==> src/rtl/pdb_pkg.sv <==
package pdb_pkg;
  localparam logic [5:0] W_MASK = 6'd0;
  localparam logic [5:0] W_CAUSE = 6'd1;
  localparam logic [5:0] W_POS = 6'd2;
  localparam logic [5:0] W_BELL = 6'd3;

  // Write decode: byte address with the low two bits dropped
  function automatic logic [5:0] word_of(input logic [7:0] byte_addr);
    return byte_addr[7:2];
  endfunction

  // Read decode: only aligned addresses hit
  function automatic logic read_hit(input logic [7:0] byte_addr, input logic [5:0] word);
    return (byte_addr[1:0] == 2'b00) && (byte_addr[7:2] == word);
  endfunction

  function automatic logic below(input logic [15:0] v, input logic [15:0] lim);
    return v < lim;
  endfunction
endpackage

==> src/rtl/pdb_vec_table.sv <==
module pdb_vec_table #(
  parameter int MAX_PEERS = 8,
  parameter int PIDX_W = 3,
  parameter int CNT_W = 3
) (
  input  logic              clk,
  input  logic              rst_n,
  input  logic              cfg_we,
  input  logic [PIDX_W-1:0] cfg_peer,
  input  logic [CNT_W-1:0]  cfg_count,
  input  logic [PIDX_W-1:0] look_peer,
  output logic [CNT_W-1:0]  look_count
);
  logic [CNT_W-1:0] cnt_q [MAX_PEERS];

  for (genvar p = 0; p < MAX_PEERS; p++) begin : g_entry
    always_ff @(posedge clk) begin
      if (!rst_n) cnt_q[p] <= '0;
      else if (cfg_we && (32'(cfg_peer) == p)) cnt_q[p] <= cfg_count;
    end
  end

  always_comb begin
    look_count = '0;
    for (int p = 0; p < MAX_PEERS; p++)
      if (32'(look_peer) == p) look_count = cnt_q[p];
  end
endmodule

==> src/rtl/pdb_ring_check.sv <==
module pdb_ring_check
  import pdb_pkg::*;
#(
  parameter int MAX_PEERS = 8,
  parameter int PIDX_W = 3,
  parameter int CNT_W = 3
) (
  input  logic              clk,
  input  logic              rst_n,
  input  logic              bell_we,
  input  logic [31:0]       bell_word,
  input  logic [15:0]       peer_limit,
  output logic [PIDX_W-1:0] look_peer,
  input  logic [CNT_W-1:0]  look_count,
  output logic              bell_ok,
  output logic              ring_valid,
  output logic [15:0]       ring_peer,
  output logic [7:0]        ring_vec
);
  logic [15:0] dest;
  logic [7:0]  vec;
  logic [7:0]  unused_mid;

  assign dest = bell_word[31:16];
  assign vec = bell_word[7:0];
  assign unused_mid = bell_word[15:8];
  assign look_peer = dest[PIDX_W-1:0];

  assign bell_ok = below(dest, peer_limit)
                && below(dest, 16'(MAX_PEERS))
                && below(16'(vec), 16'(look_count));

  always_ff @(posedge clk) begin
    if (!rst_n) begin
      ring_valid <= 1'b0;
      ring_peer <= '0;
      ring_vec <= '0;
    end else begin
      ring_valid <= bell_we && bell_ok;
      if (bell_we && bell_ok) begin
        ring_peer <= dest;
        ring_vec <= vec;
      end
    end
  end
endmodule

==> src/rtl/pdb_ctrl_regs.sv <==
module pdb_ctrl_regs
  import pdb_pkg::*;
(
  input  logic        clk,
  input  logic        rst_n,
  input  logic        wr_mask,
  input  logic        wr_cause,
  input  logic        rd_cause,
  input  logic        set_cause,
  input  logic [31:0] wdata,
  input  logic        rd_en,
  input  logic [7:0]  rd_addr,
  input  logic [15:0] own_pos,
  output logic [31:0] rdata,
  output logic [31:0] mask_q,
  output logic [31:0] cause_q,
  output logic        irq
);
  always_ff @(posedge clk) begin
    if (!rst_n) mask_q <= '0;
    else if (wr_mask) mask_q <= wdata;
  end

  // Notification has priority over a software write or a read-clear
  always_ff @(posedge clk) begin
    if (!rst_n) cause_q <= '0;
    else if (set_cause) cause_q <= 32'd1;
    else if (wr_cause) cause_q <= wdata;
    else if (rd_cause) cause_q <= '0;
  end

  always_comb begin
    rdata = '0;
    if (rd_en) begin
      if (read_hit(rd_addr, W_MASK)) rdata = mask_q;
      else if (read_hit(rd_addr, W_CAUSE)) rdata = cause_q;
      else if (read_hit(rd_addr, W_POS)) rdata = 32'(own_pos);
    end
  end

  assign irq = |(cause_q & mask_q);
endmodule

==> src/rtl/peer_doorbell_regs.sv <==
module peer_doorbell_regs
  import pdb_pkg::*;
#(
  parameter int MAX_PEERS = 8,
  parameter int MAX_VEC = 4,
  localparam int PIDX_W = (MAX_PEERS > 1) ? $clog2(MAX_PEERS) : 1,
  localparam int CNT_W = $clog2(MAX_VEC + 1)
) (
  input  logic              clk,
  input  logic              rst_n,
  input  logic              acc_valid,
  input  logic              acc_write,
  input  logic [7:0]        acc_addr,
  input  logic [31:0]       acc_wdata,
  output logic [31:0]       acc_rdata,
  input  logic [15:0]       own_pos,
  input  logic [15:0]       peer_limit,
  input  logic              msg_mode,
  input  logic              notify_in,
  input  logic              cfg_we,
  input  logic [PIDX_W-1:0] cfg_peer,
  input  logic [CNT_W-1:0]  cfg_count,
  output logic              ring_valid,
  output logic [15:0]       ring_peer,
  output logic [7:0]        ring_vec,
  output logic              irq
);
  logic              wr_en, rd_en;
  logic              wr_mask, wr_cause, rd_cause, set_cause, wr_bell, bell_ok;
  logic [PIDX_W-1:0] look_peer;
  logic [CNT_W-1:0]  look_count;
  logic [31:0]       mask_q, cause_q;

  assign wr_en = acc_valid && acc_write;
  assign rd_en = acc_valid && !acc_write;
  assign wr_mask = wr_en && (word_of(acc_addr) == W_MASK);
  assign wr_cause = wr_en && (word_of(acc_addr) == W_CAUSE);
  assign wr_bell = wr_en && (word_of(acc_addr) == W_BELL);
  assign rd_cause = rd_en && read_hit(acc_addr, W_CAUSE);
  assign set_cause = notify_in && !msg_mode;

  pdb_vec_table #(.MAX_PEERS(MAX_PEERS), .PIDX_W(PIDX_W), .CNT_W(CNT_W)) table_i (
    .clk(clk), .rst_n(rst_n), .cfg_we(cfg_we), .cfg_peer(cfg_peer),
    .cfg_count(cfg_count), .look_peer(look_peer), .look_count(look_count)
  );

  pdb_ring_check #(.MAX_PEERS(MAX_PEERS), .PIDX_W(PIDX_W), .CNT_W(CNT_W)) ring_i (
    .clk(clk), .rst_n(rst_n), .bell_we(wr_bell), .bell_word(acc_wdata),
    .peer_limit(peer_limit), .look_peer(look_peer), .look_count(look_count),
    .bell_ok(bell_ok), .ring_valid(ring_valid), .ring_peer(ring_peer),
    .ring_vec(ring_vec)
  );

  pdb_ctrl_regs regs_i (
    .clk(clk), .rst_n(rst_n), .wr_mask(wr_mask), .wr_cause(wr_cause),
    .rd_cause(rd_cause), .set_cause(set_cause), .wdata(acc_wdata),
    .rd_en(rd_en), .rd_addr(acc_addr), .own_pos(own_pos), .rdata(acc_rdata),
    .mask_q(mask_q), .cause_q(cause_q), .irq(irq)
  );
endmodule

==> config.mk <==
export PLATFORM = sky130hd
export DESIGN_NAME = peer_doorbell_regs
export DESIGN_NICKNAME = d
export VERILOG_FILES = /design/src/rtl/pdb_pkg.sv /design/src/rtl/pdb_vec_table.sv /design/src/rtl/pdb_ring_check.sv /design/src/rtl/pdb_ctrl_regs.sv /design/src/rtl/peer_doorbell_regs.sv
export SDC_FILE = /design/constraint.sdc
export NUM_CORES = 1
export LEC_CHECK = 0
export BUFFER_PORTS_ARGS = -buffer_cell sky130_fd_sc_hd__clkbuf_2
export CORE_MARGIN = 8
export CORE_UTILIZATION = 45
export DETAILED_ROUTE_END_ITERATION = 12
export GPL_TIMING_DRIVEN = 0
export PLACE_DENSITY = 0.73
export SYNTH_ARGS = -nofsm -noshare
export SYNTH_HDL_FRONTEND = slang
export SYNTH_SLANG_ARGS = --single-unit
==> constraint.sdc <==
create_clock -name clk -period 2.33 [get_ports clk]
set_input_delay 0.1165 -clock clk [delete_from_list [all_inputs] [get_ports clk]]
set_output_delay 0.1165 -clock clk [all_outputs]
set_load 0.02 [all_outputs]
# Yosys cells after proc, flatten, opt, wreduce, memory -nomap -nowiden
# Memory sizes are Yosys's and may differ from the RTL's.
# Index checks and enable logic that the tools add are counted.
[word_totals]
n_memories = 1
out_inout_bits = 58
wordCells = 116
ramBits = 24
input_bits = 85
ff_bits = 89
[op_classes]
n_mux = 48
magnitude_cmp = 3
eq_ne = 17
bitwise = 10
n_reduce_logical = 31
[mem_list]
columns = ["memory", "depth", "width", "read_ports", "rd_ports_with_merged_regs", "wr", "line_no", "text"]
rows = [
  ["table_i.cnt_q", 8, 3, 8, 0, 8, "pdb_vec_table.sv:14", "logic [CNT_W-1:0] cnt_q [MAX_PEERS];"],
]
[op_table]
columns = ["operator", "n"]
rows = [
  ["32-bit two-way mux", 5],
  ["3-bit two-way mux", 16],
  ["32-bit AND", 1],
  ["32-bit OR reduction", 1],
  ["1-bit two-way mux", 26],
  ["3-bit equality test (second input constant)", 8],
  ["1-bit logical AND", 21],
  ["16-bit less-than comparator", 1],
  ["16-bit by 4-bit less-than comparator with 1-bit output (second input constant)", 1],
  ["16-bit two-way mux", 1],
  ["3-bit by 2-bit equality test with 1-bit output (second input constant)", 4],
  ["6-bit by 2-bit equality test with 1-bit output (second input constant)", 2],
  ["8-bit by 3-bit less-than comparator with 1-bit output", 1],
  ["1-bit OR", 8],
  ["3-bit by 1-bit equality test with 1-bit output (second input constant)", 2],
  ["6-bit by 1-bit equality test with 1-bit output (second input constant)", 1],
  ["3-bit logical NOT", 2],
  ["6-bit logical NOT", 1],
  ["3-bit nonzero test", 1],
  ["1-bit logical NOT", 2],
  ["2-bit logical NOT", 1],
  ["2-bit nonzero test", 1],
  ["2-bit OR reduction", 1],
  ["1-bit inverter", 1],
]

# Depth between registers and ports, before layout
# Gate-level depths: netlist of the first run.
[logic_depth]
word_depth = 12
mapped_depth = 15
ltp_nobuf = 13

# Hierarchy
# From an unflattened synthesis of the first run, not the netlist that was laid out.
[hier_totals]
cells_unflattened = 618
area_unflattened_um2 = 6087.1
[modules_own_cells]
columns = ["module", "cells_per_inst", "instances", "area_each_um2"]
rows = [
  ["pdb_ctrl_regs", 361, 1, 3329.4],
  ["pdb_ring_check", 148, 1, 1413.9],
  ["pdb_vec_table", 98, 1, 1272.5],
  ["peer_doorbell_regs", 11, 1, 71.3],
]

# Worst setup path after synthesis of the first run
# Ideal clock, no wire load.
[synth_timing]
path_kind = "input to register"
from = "input acc_wdata[17]"
to = "register ring_i.ring_peer[11]"
setup_ns = 0.112
arrival_ns = 2.304
cell_stages = 15
setup_slack_ns = -0.087
t_required_ns = 2.218
n_path_buf = 3
cell_sequence = "buf_2 > clkbuf_1 > o21ai_0 > a21oi_1 > a211o_1 > o21ai_0 > nand2_1 > o21ai_0 > ha_1 > a211o_1 > a31oi_1 > o21ai_1 > o21ai_4 > buf_4 > nor2_1"
[synth_via]
elab_chain_len = 12
[synth_lines]
columns = ["element", "line_no", "text"]
rows = [
  ["start, declared", "peer_doorbell_regs.sv:14", "input logic [31:0] acc_wdata,"],
  ["3-bit logical NOT", "pdb_vec_table.sv:26", "if (32'(look_peer) == p) look_count = cnt_q[p];"],
  ["3-bit two-way mux (8 in a row)", "pdb_vec_table.sv:26", ""],
  ["8-bit by 3-bit less-than comparator with 1-bit output", "pdb_pkg.sv:18", "return v < lim;"],
  ["1-bit logical AND *", "pdb_ring_check.sv:31", "&& below(16'(vec), 16'(look_count));"],
  ["1-bit logical AND *", "pdb_ring_check.sv:40", "if (bell_we && bell_ok) begin"],
  ["end signal, assigned", "pdb_ring_check.sv:41", "ring_peer <= dest;"],
  ["end, declared", "pdb_ring_check.sv:17", "output logic [15:0] ring_peer,"],
]
# Mark *: on every way between the ends. The rest lies on a longest branch, timed or not.
# A chain may end at the register's enable or synchronous reset.

==> results.txt, run 1 <==
First-pass GRT wire length = 28,000 µm
Synthesized Nets = 744
Insertion delay of the later-clocked pin in the worst-skew pair = 0.41 ns
NumNets Final = 933
Number of flops mapped to enable cells by yosys = 24
Initial Util = 45.6%
Die ar. = 15,800 µm²
Nature of the critical path endpoint = register
DR vias/cell = 5.70
Clk buf depth = 2
Status = finished with violations
Area contributors post-synth = dfxtp_1, edfxtp_1, nand2_1
DP HPWL = 13,400 µm
Fin crit share = 104%
Switch share = 22.5%
Synth Register Bits = 113
DP Area = 6330 µm²
RSZ-0062 raised after global routing = true
Actual slew at the worst max-slew pin = 0.715 ns
Max-cap violations = 0
Synth top area share = 32.8%
Start point of the critical path = table_i.cnt_q[0][8]$_SDFFCE_PN0P_
Worst relative slew slack = 51.6%
Crit-path max cell delay = 0.33 ns
Primary FF master, synth = dfxtp_1
Total GRT Usage = 22.2%
CTS tree = done
Routability-driven placement congestion ratio = 0.925
Setup violators final = 25
Die X = 126 µm
HP Start = acc_wdata[23]
Placed insts = 931
Synth unique cells = 48
DR pass1 iterations = 5
Sequential power share = 42.2%
Comb power frac = 8.0%
Pins Over Slew Limit = 0
Design Area, Final = 7280 µm²
1st-iter DRT viols = 760
Reg2reg start = table_i.cnt_q[0][8]$_SDFFCE_PN0P_
Pwr Density = 666 nW/µm²
I/O Buffers = 142
Core Region = 11,900 µm²
Clock root cell = clkbuf_16
Yosys top cell by area = dfxtp_1
Clock skew = 0.00685 ns
Max FO, Critical Path = 7
Fillers = 1,012
CP Class = register to register
Area grow syn2layout = 34.1%
Vias = 5,652
Fin cells = 992
FP Rows = 40
Share of layout cells above drive strength 1 = 26.3%
Commonest cells post-synth = nand2_1, dfxtp_1, a21oi_1
Residual DRC = 0
Antenna Violating Nets Remaining = 0
Tmin final = 2.43 ns
Worst setup SP type = register
Initial antenna violation count = 0
Arrival time worst endpoint = 2.71 ns
Final WL = 18,300 µm
Clk sinks = 113
F_max = 411 MHz
Worst Hold Class = primary input to register
Synthesized area = 5430 µm²
Synth async-reset ratio = 0%
Largest net degree at the start of global routing = 17
Mapped Cells = 642
Total CTS buffers = 17
Clock Pin Slew Worst Setup and Hold Paths = 0.05 ns
Core Util, Final = 61.1%
Crit-path slowest cell = edfxtp_1
Vias in the first global route = 5,717
I/O pins = 143
Top-count cell post-synth = nand2_1
Clk pwr share = 49.8%
DR WL/cell = 18.4 µm
Internal = 3.76 mW
Total power draw = 4.85 mW
Worst IR drop on VDD = 0.482 mV
PnR worst setup slack = -0.102 ns
Required @ worst endpoint = 2.61 ns
Critical path, cell by cell = mux2i_1 -> o211ai_1 -> a22oi_2 -> a21oi_1 -> a31o_2 -> a21oi_2 -> ha_2 -> nor4_4 -> nand4_1 -> nor4_2 -> o21ai_2 -> buf_4 -> nor3_1
H-tree depth = 4
Leak pwr = 2.89 nW
Syn avg cell area = 8.46 µm²
Grt total ovfl = 0
Psw = 1.09 mW
Sequential area share after synthesis = 46.1%
Yosys warnings = 0
Hold Vio Cnt, Final = 0
Failing checks = setup timing
Die H = 126 µm
-- cell type report --
type	count	area, µm²	area share [%]
Multi-Input combinational cell	451	2730	37.4
Sequential cell	113	2500	34.4
Timing Repair Buffer	171	990	13.6
Clock buffer	26	499	6.86
Tap cell	147	184	2.53
Buffer	39	179	2.46
Inverter	38	143	1.96
Clock inverter	6	55.1	0.756
Antenna cell	1	2.50	0.0344
-- sequential cells by signal, indices dropped and copies added (netlist names) --
name	count
regs_i.cause_q	32
regs_i.mask_q	32
table_i.cnt_q	24
ring_i.ring_peer	16
ring_i.ring_vec	8
ring_i.ring_valid	1
-- timing repair --
action                                  in CTS  in global routing
cloned                                       1                  0
setup buffers                                8                  0
hold buffers                                20                  0
resized for setup                           22                 16
endpoints found under the setup margin      45                 46
pin swaps                                   12                  3
hold endpoints to repair                    35                  0
-- power groups by stage --
| stage | Sequential (mW) | Clock [mW] | Combinational, mW |
|---|---|---|---|
| final | 2.05 | 2.41 | 0.389 |
| after global routing | 2.05 | 2.51 | 0.422 |
| after CTS | 2.05 | 2.42 | 0.375 |
| after detailed placement | 2.09 | 0 | 0.329 |
| after global placement | 2.08 | 0 | 0.319 |
| after floorplan | 2.08 | 0 | 0.161 |
-- routing by layer --
layer  GRT usage, %  up-vias  share of wire (%)
li1               -     2672                  -
met1           23.3     2640                 37
met2           39.6      289                 51
met3           7.09       51                8.7
met4           10.8        0                3.4
met5              0        -                  0
-- kinds of logic (layout without fill, tap and decap cells) --
family,Yosys count,count (layout),synth area share [%]
adders and majority gates,17,17,3.92
buffers and inverters,78,280,5.76
other,0,1,0
DFF,113,113,46.1
muxes,4,4,0.737
and+or+nand+nor,263,263,23.5
AOI/OAI and AO/OA,167,167,20.0
-- stage by stage --
step	worst slack, ns	hold slack, ns	TNS, ns
floorplan	0.00944	0.252	0
global placement	-0.715	0.361	-15.15
detailed placement	-0.838	0.370	-18.58
CTS	-0.131	0.0152	-2.71
global route	-0.242	0.0216	-5.50
finish	-0.102	0.0243	-1.67
-- worst max-delay path: cells and delay by family, from the launching register on --
| family | cells | cell delay, ns |
|---|---|---|
| AND/OR/NAND/NOR | 4 | 0.77 |
| buffers and inverters | 1 | 0.18 |
| adder cells (fa/ha/maj) | 1 | 0.18 |
| flip-flops | 1 | 0.33 |
| multiplexers | 1 | 0.07 |
| AO/OA/AOI/OAI | 6 | 0.76 |
-- placed cells by master (no fill, tap or decap), drive strengths merged, types with 5 or more instances in the layout --
| cell type | instances |
|---|---|
| clkbuf | 196 |
| nand2 | 108 |
| dfxtp | 89 |
| a21oi | 77 |
| nand3 | 44 |
| nor2 | 40 |
| inv | 38 |
| and2 | 25 |
| o21ai | 25 |
| edfxtp | 24 |
| dlygate4sd3 | 20 |
| buf | 20 |
| a22o | 19 |
| ha | 17 |
| a222oi | 16 |
| a22oi | 13 |
| nand2b | 9 |
| nor4 | 9 |
| nor3 | 7 |
| clkinv | 5 |
-- path summary, 6_finish.rpt --
kind | slack (ns) | depth (start not counted) | endpoint
worst max-delay path | -0.10 | 13 | ring_i.ring_valid$_SDFF_PN0_
worst min-delay path | 0.02 | 3 | regs_i.mask_q[23]$_SDFFE_PN0P_
worst max register to register | -0.10 | 13 | ring_i.ring_valid$_SDFF_PN0_
worst min register to register | 0.42 | 2 | ring_i.ring_peer[11]$_SDFFE_PN0P_
No activity file was read; power rests on OpenSTA's default activity.
==> run 2: changes to the inputs <==
Settings changed: BUFFER_PORTS_ARGS -buffer_cell sky130_fd_sc_hd__clkbuf_2 to -buffer_cell sky130_fd_sc_hd__buf_2, PLACE_DENSITY 0.73 to 0.7, SKIP_CTS_REPAIR_TIMING from default to 1.
Clock period 2.33 ns to 2.9 ns, I/O delays scaled along.
==> run 2 against run 1 <==
Against the previous run: the run now ends clean; global-route usage down 0.34 points; clock skew up 0.00073 ns; total power down 16%; via count down 2.6%; combinational power down 28%; sequential share of layout area up 1.0 points; clock power down 10%; largest power group unchanged; highest routed layer unchanged.
==> results.txt, run 2 (synthesis results as in run 1) <==
Status = complete, no violations
Setup violators final = 0
Clock skew = 0.00759 ns
PnR worst setup slack = 0.220 ns
Gr busiest metal = met2
Total GRT Usage = 21.9%
Psw = 941 µW
GR Util met2 = 37.9%
Comb power frac = 6.9%
Clock Pin Slew Worst Setup and Hold Paths = 0.05 ns
DR WL/cell = 18.1 µm
F_max = 373 MHz
I/O pins = 143
Tmin final = 2.68 ns
DR vias/cell = 5.65
Clk buf depth = 2
Residual DRC = 0
DR pass1 iterations = 6
DP Worst Slack = -0.293 ns
Required @ worst endpoint = 3.21 ns
Commonest non-fill, non-tap cell in the layout = buf_2
Insertion delay of the later-clocked pin in the worst-skew pair = 0.42 ns
Sequential power share = 40.2%
Final WL = 17,700 µm
Die X = 126 µm
Worst R2R Path Depth = 14
Area of the multi-input gates = 2630 µm²
Vias = 5,506
Max-cap violations = 0
Arrival time worst endpoint = 2.99 ns
H-tree depth = 4
NumNets Final = 917
Routability-driven placement congestion ratio = 0.916
Total CTS buffers = 17
Most frequent cells in the layout = buf_2, nand2_1, dfxtp_1, a21oi_1, nand3_1
Internal = 3.14 mW
Pwr Density = 578 nW/µm²
Core Region = 11,900 µm²
Clk pwr share = 52.9%
DP Area = 6320 µm²
Ant diodes = 0
Worst relative slew slack = 49.3%
I/O Buffers = 142
Fillers = 1,089
Worst IR drop on VDD = 0.306 mV
Area grow syn2layout = 30.2%
Initial Util = 45.6%
Hold Path Depth = 3
Biggest regs = regs_i.cause_q x32, regs_i.mask_q x32, table_i.cnt_q x24
M3 GR Usage = 6.41%
Worst Hold Class = primary input to register
Largest net degree at the start of global routing = 17
Die H = 126 µm
FP Rows = 40
Max FO, Critical Path = 10
RSZ-0062 raised after global routing = false
Worst setup SP type = primary input
First-pass GRT wire length = 27,800 µm
Met1 usage = 24.2%
Nature of the critical path endpoint = register
Antenna Violating Nets Remaining = 0
Seq. cell area = 2500 µm²
Die ar. = 15,800 µm²
Vias in the first global route = 5,555
Pins Over Slew Limit = 0
Grt total ovfl = 0
Total power draw = 4.08 mW
Initial antenna violation count = 0
Share of layout cells above drive strength 1 = 24.2%
Fin crit share = 92.4%
Hold Vio Cnt, Final = 0
Leak pwr = 2.85 nW
1st-iter DRT viols = 684
Switch share = 23.0%
CTS tree = done
Clock root cell = clkbuf_16
Clk sinks = 113
Actual slew at the worst max-slew pin = 0.749 ns
CP Class = primary input to register
Design Area, Final = 7070 µm²
DP HPWL = 13,400 µm
==> run 2: layout make-up <==
class                           instances  area share [%]
Buffer                                 40            2.48
Clock buffer                           21            6.51
Clock inverter                         11            2.20
Tap cell                              147            2.60
Multi-Input combinational cell        451            37.1
Timing Repair Buffer                  154            11.6
Sequential cell                       113            35.4
Inverter                               38            2.02
==> run 2: worst paths after layout <==
check	from	end	slack, ns
max	acc_wdata[18]	ring_i.ring_peer[11]$_SDFFE_PN0P_	0.22
min	acc_wdata[4]	regs_i.mask_q[4]$_SDFFE_PN0P_	0.004
max reg2reg	table_i.cnt_q[0][2]$_SDFFCE_PN0P_	ring_i.ring_peer[11]$_SDFFE_PN0P_	0.25
min reg2reg	ring_i.ring_peer[12]$_SDFFE_PN0P_	ring_i.ring_peer[12]$_SDFFE_PN0P_	0.42
==> run 2: stage by stage <==
stage / instances / hold WS (ns) / utilization [%] / TNS [ns]
floorplan: 642 / 0.281 / - / 0
global placement: 931 / 0.401 / 53.1 / -1.72
detailed placement: 931 / 0.407 / 53.1 / -3.43
CTS: 963 / -0.0363 / 58.3 / -0.0445
global route: 975 / 0.00860 / 59.3 / 0
finish: 975 / 0.00435 / 59.3 / 0
==> run 2: critical path, cell delays in order <==
cell and delay [ns]:
buf_2 0.09, buf_2 0.19, buf_1 0.46, nand2_1 0.10, a21oi_1 0.19, a211o_1 0.14, o21ai_0 0.09, nand2_1 0.06
o21ai_0 0.08, ha_1 0.20, a211o_1 0.22, a31oi_1 0.25, o21ai_2 0.19, o21ai_4 0.32, buf_6 0.19, nor2_1 0.05
==> run 2: routing by layer <==
| layer | up-vias | wire length, µm |
|---|---|---|
| met5 | - | 0 |
| li1 | 2635 | - |
| met1 | 2588 | 6860 |
| met4 | 0 | 566 |
| met2 | 240 | 8870 |
| met3 | 43 | 1360 |
==> run 2: power groups by stage <==
stage | Clock [mW] | Sequential (mW) | Combinational (mW)
2_1_floorplan | 0 | 1.67 | 0.129
3_3_place_gp | 0 | 1.67 | 0.255
3_5_place_dp | 0 | 1.68 | 0.263
4_1_cts | 2.17 | 1.64 | 0.265
5_1_grt | 2.25 | 1.64 | 0.309
6_report | 2.16 | 1.64 | 0.282
